`config.mk`:
```
export PLATFORM = sky130hd
export DESIGN_NAME = seq_wait_call
export DESIGN_NICKNAME = d
export VERILOG_FILES = /design/src/rtl/seq_wait_call.sv
export SDC_FILE = /design/constraint.sdc
export NUM_CORES = 1
export LEC_CHECK = 0
export CAP_MARGIN = 25
export CORE_MARGIN = 2
export CORE_UTILIZATION = 39
export CTS_BUF_LIST = sky130_fd_sc_hd__clkbuf_8
export CTS_CLUSTER_DIAMETER = 120
export DETAILED_ROUTE_END_ITERATION = 10
export SLEW_MARGIN = 20
export SYNTH_ARGS = -nofsm -noshare
export SYNTH_HDL_FRONTEND = slang
export SYNTH_SLANG_ARGS = --single-unit
```
`constraint.sdc`:
```
create_clock -name clk -period 2.45 [get_ports clk]
set_clock_uncertainty 0.2 [all_clocks]
set_input_delay 0.49 -clock clk [delete_from_list [all_inputs] [get_ports clk]]
set_output_delay 0.49 -clock clk [all_outputs]
set_load 0.02 [all_outputs]
```
`src/rtl/seq_wait_call.sv`:
```
module seq_wait_call #(
  parameter int DW = 8
) (
  input  logic          clk,
  input  logic          rst,
  input  logic          start,
  input  logic [DW-1:0] delay_a,
  input  logic [DW-1:0] delay_b,
  output logic [2:0]    phase,
  output logic          done
);

  typedef enum logic [2:0] {
    S_IDLE = 3'd0,
    S_A    = 3'd1,
    S_B    = 3'd2,
    S_C    = 3'd3,
    S_WAIT = 3'd4
  } st_t;

  localparam logic [DW-1:0] ONE = DW'(1);
  localparam logic [DW-1:0] TWO = DW'(2);

  st_t           st, ret;
  logic [DW-1:0] cnt;
  logic          last;
  logic [DW-1:0] ld_raw, ld_val;
  logic          calling;

  assign calling = (st == S_A) || (st == S_B);
  assign ld_raw  = (st == S_A) ? delay_a : delay_b;
  assign ld_val  = (ld_raw == '0) ? ONE : ld_raw;

  always_ff @(posedge clk) begin
    if (rst) begin
      st   <= S_IDLE;
      ret  <= S_IDLE;
      cnt  <= '0;
      last <= 1'b0;
      done <= 1'b0;
    end else begin
      done <= (st == S_C);
      unique case (st)
        S_IDLE: if (start) st <= S_A;
        S_A, S_B: begin
          cnt  <= ld_val;
          last <= (ld_val == ONE);
          ret  <= (st == S_A) ? S_B : S_C;
          st   <= S_WAIT;
        end
        S_WAIT: begin
          cnt  <= cnt - ONE;
          last <= (cnt == TWO);
          if (last) st <= ret;
        end
        S_C: st <= S_IDLE;
        default: st <= S_IDLE;
      endcase
    end
  end

  assign phase = st;

  p_reset_r1: assert property (@(posedge clk) rst |=> (st == S_IDLE && !done && cnt == '0));
  p_call_to_wait_r3: assert property (@(posedge clk) disable iff (rst)
    calling |=> (st == S_WAIT));
  p_hold_wait_r4: assert property (@(posedge clk) disable iff (rst)
    (st == S_WAIT && !last) |=> (st == S_WAIT));
  p_flag_at_one_r4: assert property (@(posedge clk) disable iff (rst)
    (st == S_WAIT && last) |-> (cnt == ONE));
  p_return_r6: assert property (@(posedge clk) disable iff (rst)
    (st == S_WAIT) |-> (ret == S_B || ret == S_C));
  p_done_pulse_r7: assert property (@(posedge clk) disable iff (rst)
    done |=> !done);

endmodule

```
==> run_results.csv <==
group,metric,value,unit
logic_synthesis,ys.flop_type,"dfxtp_1",
drt,drc_errors,0,
critical_path,cp-start-kind,"input port",
floorplan,num_rows,18,
clocking,post_cts_buffers,0,
global_route,track_usage,22.59,%
final_layout,drive_gt1_share,10.88,%
floorplan,coreArea,2432,um^2
hold_path,hold_class,"register to register",
logic_synthesis,synth_edf_count,0,
drt,wl_per_cell,16.51,um
clocking,htreeDepth,1,
global_route,antenna_found_initial,0,
final_layout,area_growth,33.46,%
final_layout,fin_cells,177,
sta,relSlewSlack,67.50,%
power_and_ir_drop,combPwrFrac,27.1,%
clocking,cts_hold_buf,0,
power_and_ir_drop,seq_power_share,41.7,%
clocking,path_clk_slew,70,ps
drt,routed_wirelength,2923,um
floorplan,ios,23,
drt,vias_per_cell,5.870,
drt,first_pass_iters,4,
hold_path,min-delay-start,"ret[1]$_SDFFE_PP0N_",
logic_synthesis,syn_area_per_cell,8.030,um^2
clocking,tritoncts,"built",
power_and_ir_drop,p_per_area,525.3,nW/um^2
global_route,grt_max_degree,19,
clocking,cts_root_buf,"clkbuf_8",
hold_path,min_path_cells,2,
logic_synthesis,synth_area,979.7,um^2
logic_synthesis,yosysSeqAreaShare,30.65,%
critical_path,r2r_slack,410,ps
sta,rsz0062_at_grt,"no",
placed_design,numPortBuffers,22,
critical_path,timing.rr.start,"phase[0]$_SDFFE_PP0P_",
critical_path,cp-startpoint,"delay_b[1]",
global_route,overflow,0,
sta,finalHoldViolations,0,
final_layout,nFillCells,236,
flow_run,max_cap_violations,0,
logic_synthesis,netlist_instances,122,
power_and_ir_drop,ir_worst_vdd,0.0004182,V
final_layout,final_core_util,53.76,%
final_layout,seqCellArea,300.3,um^2
clocking,worstSkewPairLatency,260,ps
placed_design,gp_congestion,0.8689,
sta,post-route-min-period,2250,ps
sta,timing.final.crit_share,91.85,%
floorplan,die_y,54.12,um
logic_synthesis,ys_warn_count,0,
critical_path,required,2410,ps
drt,drt_iter0_markers,36,
global_route,grt_pass1_wl,4512,um
power_and_ir_drop,clockPowerShare,31.2,%
power_and_ir_drop,internal_power,0.4742,mW
sta,maxSlewViolCount,0,
power_and_ir_drop,total_power,0.6868,mW
power_and_ir_drop,p_leak,0.4570,nW
hold_path,holdPathEnd,"phase[1]$_SDFFE_PP0P_",
placed_design,dp_cells,173,
final_layout,final_common_cell,"clkdlybuf4s50_1",
power_and_ir_drop,power.share.switching,30.95,%
final_layout,final_cell_mix,"clkdlybuf4s50_1, dfxtp_1, a21oi_1, nand2_1, buf_4",
clocking,cts.sinks,15,
sta,worst_slew_pin_slew,485.8,ps
drt,drtAntennaViolNets,0,
logic_synthesis,ys_types,45,
floorplan,die_w,54.12,um
sta,setup_viol,0,
final_layout,layout.nets,169,
critical_path,ff2ff_path_depth,4,
outcome,status,"finished clean",
clocking,cts_buffers,3,
critical_path,worstPathArrival,2210,ps
power_and_ir_drop,switching_power,0.2125,mW
final_layout,multi_input_area,625.6,um^2
clocking,cts_resized,0,
placed_design,dp_hpwl,2146,um
drt,dr_total_vias,1039,
floorplan,die_area,2929,um^2
sta,fmaxAchievable,444.4,MHz
floorplan,start_util,40.28,%
critical_path,cp_max_fo,2,
global_route,grt_pass1_vias,959,
final_layout,insertedDiodeCount,0,
critical_path,endpoint_kind,"register",
logic_synthesis,syn_nets,143,
critical_path,path_class,"input port to register",
logic_synthesis,ys_ff_latch,15,
logic_synthesis,synth-async-reset-ratio,0,%
critical_path,r2r_end,"cnt[0]$_SDFFE_PP0P_",
clocking,cts.path.max_buffers,2,
critical path: stages:
cell and delay [ps]:
clkdlybuf4s50_1 420, or4_1 540, a2111oi_2 410, o21ai_1 100, a221oi_1 250
sequential cells by signal, indices dropped and copies added (netlist names):
| signal | cells |
|---|---|
| cnt | 8 |
| phase | 3 |
| ret | 2 |
| done | 1 |
| last | 1 |
Yosys cell counts (all sizes together) (3+ instances only):
| library cell | n | share of area, % |
|---|---|---|
| o21ai | 7 | 3.6 |
| clkbuf | 7 | 2.7 |
| or4 | 4 | 3.2 |
| nand2b | 3 | 1.9 |
| o22a | 5 | 4.6 |
| nor2 | 5 | 1.9 |
| nand2 | 9 | 3.4 |
| nor2b | 3 | 1.9 |
| o211ai | 4 | 3.1 |
| a21oi | 11 | 5.6 |
| inv | 6 | 2.3 |
| o221ai | 4 | 3.6 |
| dfxtp | 15 | 31 |
| nor4 | 3 | 1.9 |
cell type report:
cell class / count / area share [%]
multi-input combinational: 93 / 47.85
sequential: 15 / 22.97
timing repair buffer: 29 / 20.86
clock buffer: 3 / 3.158
tap: 30 / 2.871
inverter: 6 / 1.722
clock inverter: 1 / 0.5742
per-stage QoR:
step,setup TNS (ps),setup WS (ps),instance area [um^2],hold WS (ps)
6_report,0,199.6,1308,253.0
5_1_grt,0,99.82,1308,287.1
4_1_cts,0,186.8,1308,259.4
3_5_place_dp,-121.1,-80.52,1259,245.2
3_3_place_gp,-45.36,-34.26,1259,237.2
2_1_floorplan,0,472.1,979.7,221.8
power by group through the flow:
stage | sequential (mW) | clock [mW] | combinational, mW
2_1_floorplan | 0.287 | 0 | 0.113
3_3_place_gp | 0.291 | 0 | 0.186
3_5_place_dp | 0.291 | 0 | 0.186
4_1_cts | 0.286 | 0.222 | 0.188
5_1_grt | 0.289 | 0.229 | 0.207
6_report | 0.286 | 0.214 | 0.186
worst max path at each step:
stage          slack (ps)  cells after the start                  end
2_1_floorplan         470                      4  cnt[0]$_SDFFE_PP0P_
3_3_place_gp          -30                      5  cnt[0]$_SDFFE_PP0P_
3_5_place_dp          -80                      5  cnt[0]$_SDFFE_PP0P_
4_1_cts               190                      5  cnt[0]$_SDFFE_PP0P_
5_1_grt               100                      5  cnt[0]$_SDFFE_PP0P_
6_report              200                      5  cnt[0]$_SDFFE_PP0P_
cell families (layout without fill, tap and decap cells):
kind of cell,Yosys count,after routing,synth area share [%]
XOR/XNOR,3,3,2.682
AND/OR/NAND/NOR,38,38,21.97
AO/OA/AOI/OAI,49,49,35.63
buffers and inverters,14,39,5.492
multiplexers,1,1,1.022
adder cells (fa/ha/maj),2,2,2.554
flip-flops,15,15,30.65
routing by layer:
layer  up-vias  track usage, %  routed length (um)
li1        519               -                   -
met1       484           28.45                1339
met2        27           34.14                1294
met3         9           4.722                 181
met4         0           15.42                 106
met5         -               0                   0
(Power assumes the default switching activity.)
